<file path="src/rtl/pss_pkg.sv">
package pss_pkg;

    typedef enum logic [2:0] {
        ST_IDLE,
        ST_PRECHG,
        ST_ARM,
        ST_RUN,
        ST_RECOVER,
        ST_DRAIN,
        ST_STOPPED
    } seq_state_e;

    typedef struct packed {
        logic valid;
        logic stuck;
    } pwm_status_t;

    function automatic int max2(input int a, input int b);
        return (a > b) ? a : b;
    endfunction

endpackage

</file>
<file path="src/rtl/pss_pwm_monitor.sv">
module pss_pwm_monitor
    import pss_pkg::*;
#(
    parameter int PER_MIN   = 125,
    parameter int PER_MAX   = 143,
    parameter int STUCK_CYC = 100,
    parameter int GOOD_RUNS = 4
) (
    input  logic        clk,
    input  logic        rst,
    input  logic        pwm_in,
    output pwm_status_t status
);
    localparam int CW = $clog2(max2(PER_MAX, STUCK_CYC) + 2);
    localparam int GW = $clog2(GOOD_RUNS + 1);
    localparam logic [CW-1:0] MIN_C = CW'(PER_MIN);
    localparam logic [CW-1:0] MAX_C = CW'(PER_MAX);
    localparam logic [CW-1:0] STK_C = CW'(STUCK_CYC);
    localparam logic [GW-1:0] GOOD_C = GW'(GOOD_RUNS);

    logic [2:0]    sync_q;
    logic          rise, fall;
    logic [CW-1:0] since_rise_q, since_rise_n;
    logic [CW-1:0] since_edge_q, since_edge_n;
    logic [GW-1:0] good_q, good_n;
    logic          stuck_n;

    always_comb begin
        rise = sync_q[1] & ~sync_q[2];
        fall = ~sync_q[1] & sync_q[2];
        since_rise_n = rise ? CW'(1)
                     : ((since_rise_q == '1) ? since_rise_q : since_rise_q + 1'b1);
        since_edge_n = (rise | fall) ? CW'(1)
                     : ((since_edge_q == '1) ? since_edge_q : since_edge_q + 1'b1);
        stuck_n = (since_edge_n >= STK_C);
        good_n  = good_q;
        if (rise) begin
            if (since_rise_q >= MIN_C && since_rise_q <= MAX_C)
                good_n = (good_q == GOOD_C) ? good_q : good_q + 1'b1;
            else
                good_n = '0;
        end else if (since_rise_n > MAX_C) begin
            good_n = '0;
        end
        if (stuck_n)
            good_n = '0;
    end

    always_ff @(posedge clk) begin
        if (rst) begin
            sync_q       <= '0;
            since_rise_q <= '0;
            since_edge_q <= '0;
            good_q       <= '0;
            status       <= '0;
        end else begin
            sync_q       <= {sync_q[1:0], pwm_in};
            since_rise_q <= since_rise_n;
            since_edge_q <= since_edge_n;
            good_q       <= good_n;
            status.valid <= (good_n == GOOD_C) && !stuck_n;
            status.stuck <= stuck_n;
        end
    end

    // a level held past the timeout leaves the stream invalid
    assert_stuck_invalid_R3: assert property (@(posedge clk) disable iff (rst)
        (since_edge_q >= STK_C) |=> !status.valid);

endmodule

</file>
<file path="src/rtl/pss_phase_timer.sv">
module pss_phase_timer #(
    parameter int TW = 16
) (
    input  logic          clk,
    input  logic          rst,
    input  logic          clr,
    input  logic [TW-1:0] limit,
    output logic          done
);
    logic [TW-1:0] cnt_q;

    always_ff @(posedge clk) begin
        if (rst || clr)
            cnt_q <= '0;
        else if (cnt_q != '1)
            cnt_q <= cnt_q + 1'b1;
    end

    assign done = (cnt_q >= limit - 1'b1);

endmodule

</file>
<file path="src/rtl/pss_seq_fsm.sv">
module pss_seq_fsm
    import pss_pkg::*;
#(
    parameter int PRECHG_CYC = 50000,
    parameter int RECOV_CYC  = 64,
    parameter int DRAIN_CYC  = 32,
    parameter int TW         = 16
) (
    input  logic          clk,
    input  logic          rst,
    input  logic          supply_ok,
    input  logic          mod_ready,
    input  logic          pwm_valid,
    input  logic          stage_fault,
    input  logic          shutdown_req,
    input  logic          tmr_done,
    output logic          tmr_clr,
    output logic [TW-1:0] tmr_limit,
    output logic          stage_rst_n,
    output logic          pwm_en
);
    seq_state_e state_q, state_n;

    always_comb begin
        state_n = state_q;
        unique case (state_q)
            ST_IDLE:    if (!shutdown_req) state_n = ST_PRECHG;
            ST_PRECHG:  if (tmr_done) state_n = ST_ARM;
            ST_ARM:     if (pwm_valid && mod_ready && !stage_fault) state_n = ST_RUN;
            ST_RUN: begin
                if (stage_fault)                 state_n = ST_RECOVER;
                else if (!pwm_valid || !mod_ready) state_n = ST_ARM;
            end
            ST_RECOVER: if (tmr_done && !stage_fault) state_n = ST_ARM;
            ST_DRAIN:   if (tmr_done) state_n = ST_STOPPED;
            ST_STOPPED: if (!shutdown_req) state_n = ST_IDLE;
            default:    state_n = ST_IDLE;
        endcase
        if (shutdown_req && (state_q inside {ST_PRECHG, ST_ARM, ST_RUN, ST_RECOVER}))
            state_n = ST_DRAIN;
        if (!supply_ok)
            state_n = ST_IDLE;
    end

    always_ff @(posedge clk) begin
        if (rst) state_q <= ST_IDLE;
        else     state_q <= state_n;
    end

    always_comb begin
        unique case (state_q)
            ST_PRECHG:  tmr_limit = TW'(PRECHG_CYC);
            ST_RECOVER: tmr_limit = TW'(RECOV_CYC);
            ST_DRAIN:   tmr_limit = TW'(DRAIN_CYC);
            default:    tmr_limit = TW'(1);
        endcase
    end

    assign tmr_clr     = (state_n != state_q);
    assign stage_rst_n = (state_q == ST_RUN);
    assign pwm_en      = state_q inside {ST_PRECHG, ST_ARM, ST_RUN, ST_RECOVER, ST_DRAIN};

    // the arm phase is entered from precharge only once the wait has run out
    assert_precharge_done_R1: assert property (@(posedge clk) disable iff (rst)
        (state_q == ST_ARM && $past(state_q) == ST_PRECHG) |-> $past(tmr_done));
    // release only with a valid stream and a ready modulator
    assert_release_gated_R2: assert property (@(posedge clk) disable iff (rst)
        $rose(stage_rst_n) |-> ($past(pwm_valid) && $past(mod_ready)));
    // the stage is out of reset only while PWM is enabled
    assert_rst_within_en_R5: assert property (@(posedge clk) disable iff (rst)
        stage_rst_n |-> pwm_en);
    // an orderly gate-off is preceded by a cycle of reset low
    assert_reset_before_gate_R5: assert property (@(posedge clk) disable iff (rst)
        ($fell(pwm_en) && $past(supply_ok)) |-> $past(!stage_rst_n));
    // an error pulls reset low on the next edge
    assert_fault_low_R6: assert property (@(posedge clk) disable iff (rst)
        stage_fault |=> !stage_rst_n);
    // supply loss drops both outputs
    assert_supply_loss_R7: assert property (@(posedge clk) disable iff (rst)
        !supply_ok |=> (!stage_rst_n && !pwm_en));

endmodule

</file>
<file path="src/rtl/pss_reset_sequencer.sv">
module pss_reset_sequencer
    import pss_pkg::*;
#(
    parameter int PRECHG_CYC = 50000,
    parameter int PER_MIN    = 125,
    parameter int PER_MAX    = 143,
    parameter int STUCK_CYC  = 100,
    parameter int GOOD_RUNS  = 4,
    parameter int RECOV_CYC  = 64,
    parameter int DRAIN_CYC  = 32
) (
    input  logic clk,
    input  logic rst,
    input  logic supply_ok,
    input  logic mod_ready,
    input  logic pwm_in,
    input  logic stage_fault,
    input  logic shutdown_req,
    output logic stage_rst_n,
    output logic pwm_en,
    output logic pwm_valid
);
    localparam int TW = $clog2(max2(PRECHG_CYC, max2(RECOV_CYC, DRAIN_CYC)) + 1);

    pwm_status_t   mon_status;
    logic          tmr_clr, tmr_done;
    logic [TW-1:0] tmr_limit;

    pss_pwm_monitor #(
        .PER_MIN(PER_MIN), .PER_MAX(PER_MAX),
        .STUCK_CYC(STUCK_CYC), .GOOD_RUNS(GOOD_RUNS)
    ) u_mon (
        .clk(clk), .rst(rst), .pwm_in(pwm_in), .status(mon_status)
    );

    pss_phase_timer #(.TW(TW)) u_tmr (
        .clk(clk), .rst(rst), .clr(tmr_clr), .limit(tmr_limit), .done(tmr_done)
    );

    pss_seq_fsm #(
        .PRECHG_CYC(PRECHG_CYC), .RECOV_CYC(RECOV_CYC),
        .DRAIN_CYC(DRAIN_CYC), .TW(TW)
    ) u_fsm (
        .clk(clk), .rst(rst), .supply_ok(supply_ok), .mod_ready(mod_ready),
        .pwm_valid(mon_status.valid), .stage_fault(stage_fault),
        .shutdown_req(shutdown_req), .tmr_done(tmr_done), .tmr_clr(tmr_clr),
        .tmr_limit(tmr_limit), .stage_rst_n(stage_rst_n), .pwm_en(pwm_en)
    );

    assign pwm_valid = mon_status.valid;

endmodule

</file>
<file path="config.mk">
export PLATFORM = sky130hd
export DESIGN_NAME = pss_reset_sequencer
export DESIGN_NICKNAME = d
export VERILOG_FILES = /design/src/rtl/pss_pkg.sv /design/src/rtl/pss_pwm_monitor.sv /design/src/rtl/pss_phase_timer.sv /design/src/rtl/pss_seq_fsm.sv /design/src/rtl/pss_reset_sequencer.sv
export SDC_FILE = /design/constraint.sdc
export NUM_CORES = 1
export LEC_CHECK = 0
export BUFFER_PORTS_ARGS = -buffer_cell sky130_fd_sc_hd__buf_2
export CORE_MARGIN = 1
export CORE_UTILIZATION = 55
export CTS_CLUSTER_SIZE = 8
export DETAILED_ROUTE_END_ITERATION = 10
export GPL_TIMING_DRIVEN = 0
export PLACE_DENSITY_LB_ADDON = 0.08
export SYNTH_ARGS = -nofsm -noshare
export SYNTH_HDL_FRONTEND = slang
export SYNTH_HIERARCHICAL = 1
export SYNTH_SLANG_ARGS = --single-unit
</file>
<file path="constraint.sdc">
create_clock -name clk -period 6 [get_ports clk]
set_clock_uncertainty 0.05 [all_clocks]
set_input_delay 0.3 -clock clk [delete_from_list [all_inputs] [get_ports clk]]
set_output_delay 0.3 -clock clk [all_outputs]
set_load 0.005 [all_outputs]
</file>
==> results.py <==
metrics = {
    "timing": {
        "setup_tns_ns": 0,
        "finalSetupViolations": 0,
        "fin_hold_ws_ns": 0.167,
        "relSlewSlack_pct": 44.7,
        "clock.fmax_ghz": 0.190,
        "tightest_slew_ns": 0.823,
        "min_period_over_period_pct": 87.6,
        "fin_crit_ns": 5.26,
        "rsz0062_at_grt": "false",
        "drv_slew": 0,
        "finalHoldViolCount": 0,
    },
    "setup_path": {
        "cp_data_arrival_time_ns": 5.46,
        "r2r-start": "u_fsm/state_q[2]",
        "crit_type": "flop to flop",
        "worstPathRequired_ns": 6.20,
        "reg2reg_depth": 22,
        "cp-end-kind": "flop",
        "crit_path_end": "u_tmr/cnt_q[14]",
        "reg2reg_slack_ns": 0.74,
        "startpoint": "u_fsm/state_q[2]",
        "worstReg2RegEnd": "u_tmr/cnt_q[14]",
        "critPathMaxFanout": 10,
        "crit_path_start_kind": "flop",
    },
    "drt": {
        "drc_errors": 0,
        "wl_um": 6430,
        "vias": 2826,
        "drtIter0Drc": 152,
        "wire_per_inst_um": 13.3,
        "vias_per_cell": 5.86,
        "first_pass_iters": 4,
        "final_antenna_net_count": 0,
    },
    "die": {
        "io_pins": 10,
        "dieArea_um2": 6050,
        "die_h_um": 77.8,
        "die_w_um": 77.8,
        "rows": 27,
        "coreArea_um2": 5510,
        "start_util_pct": 57.4,
    },
    "clocking": {
        "root_buffer": "clkbuf_8",
        "clock_latency_ns": 0.30,
        "post_cts_buffers": 0,
        "cts_sinks": 42,
        "clockBufferDepth": 2,
        "cts_tree": "yes",
        "hold_buffers": 0,
        "cts.clk_slew.worst_paths_ns": 0.08,
        "ctsResizeCount": 0,
        "h-tree-depth": 2,
        "cts_made_buffers": 5,
    },
    "yosys": {
        "yosysWarningCount": 6,
        "synthCells": 387,
        "avgSynthCellArea_um2": 8.16,
        "synth_area_um2": 3160,
    },
    "global_route": {
        "antenna_found_initial": 0,
        "grt_usage_pct": 22.5,
        "grt_pass1_wl_um": 11000,
        "grt_pass1_vias": 2498,
        "grt_max_degree": 13,
        "grt_overflow": 0,
    },
    "layout": {
        "drive_above_1_share_pct": 12.7,
        "fillers": 516,
        "seqCellArea_um2": 841,
        "nets": 442,
        "areaGrowthSynthToFinish_pct": 7.64,
        "diodes": 0,
        "multi_input_area_um2": 2140,
    },
    "power_and_ir_drop": {
        "p_clk_share_pct": 32.1,
        "p_int_mw": 0.401,
        "swShare_pct": 27.3,
        "powerDensity_nw_per_um2": 162,
        "p_leak_nw": 1.27,
        "ir_drop_mv": 0.136,
        "p_comb_share_pct": 15.0,
        "power.switching_mw": 0.151,
        "p_total_mw": 0.552,
        "seq_power_share_pct": 53.0,
    },
    "place": {
        "gp_congestion": 0.851,
        "hpwl_um": 4860,
        "port_buffers": 9,
    },
    "min_path": {
        "hp-class": "primary input to flop",
    },
    "run": {
        "drv_cap": 0,
    },
    "run_status": {
        "status": "finished clean",
    },
}
## state kept, by name, summed over array words and instances, names as in the netlist
name,flops
u_tmr/cnt_q,16
u_mon/since_edge_q,8
u_mon/since_rise_q,8
u_fsm/state_q,3
u_mon/good_q,3
u_mon/sync_q,3
u_mon/status,1
## power by group through the flow
| stage | logic, mW | registers (mW) | clock network, mW |
|---|---|---|---|
| after floorplan | 0.0646 | 0.297 | 0 |
| after global routing | 0.0957 | 0.294 | 0.196 |
| final | 0.0827 | 0.292 | 0.177 |
| after CTS | 0.0830 | 0.292 | 0.186 |
| after detailed placement | 0.0826 | 0.299 | 0 |
| after global placement | 0.0803 | 0.299 | 0 |
## how the worst min path moves through the flow
stage                          startpoint               end  cells after the start
after CTS                          pwm_in   u_mon/sync_q[0]                      2
after floorplan                       rst  u_fsm/state_q[0]                      1
final                              pwm_in   u_mon/sync_q[0]                      2
after detailed placement  u_mon/sync_q[0]   u_mon/sync_q[1]                      1
after global routing               pwm_in   u_mon/sync_q[0]                      2
after global placement    u_mon/sync_q[0]   u_mon/sync_q[1]                      1
## cells in the final DEF (no fill, tap or decap), drive strengths merged, types with 4 or more instances in the layout
| cell | instances |
|---|---|
| a211oi | 8 |
| a21oi | 22 |
| a31oi | 7 |
| and2 | 4 |
| and3 | 8 |
| and4 | 4 |
| buf | 26 |
| clkbuf | 11 |
| conb | 8 |
| dfxtp | 42 |
| ha | 25 |
| inv | 17 |
| mux2i | 9 |
| nand2 | 31 |
| nand2b | 4 |
| nand3 | 21 |
| nand4 | 9 |
| nor2 | 28 |
| nor2b | 6 |
| nor3 | 12 |
| nor4 | 7 |
| o21ai | 19 |
| o31ai | 5 |
| or2 | 4 |
| or3 | 9 |
| xnor2 | 14 |
| xor2 | 6 |
## metal layers
metal | global-route usage [%] | vias to the layer above | wire (µm)
li1 | - | 1463 | -
met1 | 26.9 | 1317 | 2950
met2 | 41.4 | 40 | 3240
met3 | 3.53 | 6 | 175
met4 | 5.66 | 0 | 66
met5 | 0 | - | 0
## area by class of cell
cell class,instances,share of cell area [%]
repair buffers,9,1.32
flip-flops and latches,42,24.7
clock inverters,1,0.221
inverters,17,1.88
multi-input cells,313,62.8
plain buffers,22,4.27
well taps,72,2.65
clock buffers,6,2.13
## critical path, stage by stage, from the launching register on
cell and delay [ns]:
dfxtp_1 0.42, buf_6 0.17, inv_1 0.07, nor3_1 0.36
nor2_1 0.17, inv_1 0.12, ha_1 0.25, nand3b_1 0.19
nor3_1 0.26, xnor2_1 0.18, ha_1 0.28, nand4_1 0.13
a211oi_1 0.06, a2111oi_0 0.43, o21ai_0 0.27, a21boi_1 0.20
o2111ai_2 0.22, xor2_1 0.19, o2111ai_1 0.25, or2_2 0.36
clkbuf_1 0.24, a31oi_1 0.20, o21a_1 0.14
## stage by stage
step	setup slack, ns	std cells	util [%]	area [µm²]
3_3_place_gp	0.849	475	60.3	3320
4_1_cts	0.680	482	61.8	3400
6_report	0.741	482	61.8	3400
5_1_grt	0.125	482	61.8	3400
2_1_floorplan	1.73	394	-	3190
3_5_place_dp	0.753	475	60.3	3320
Note: power is estimated with default switching activity, not from simulation.
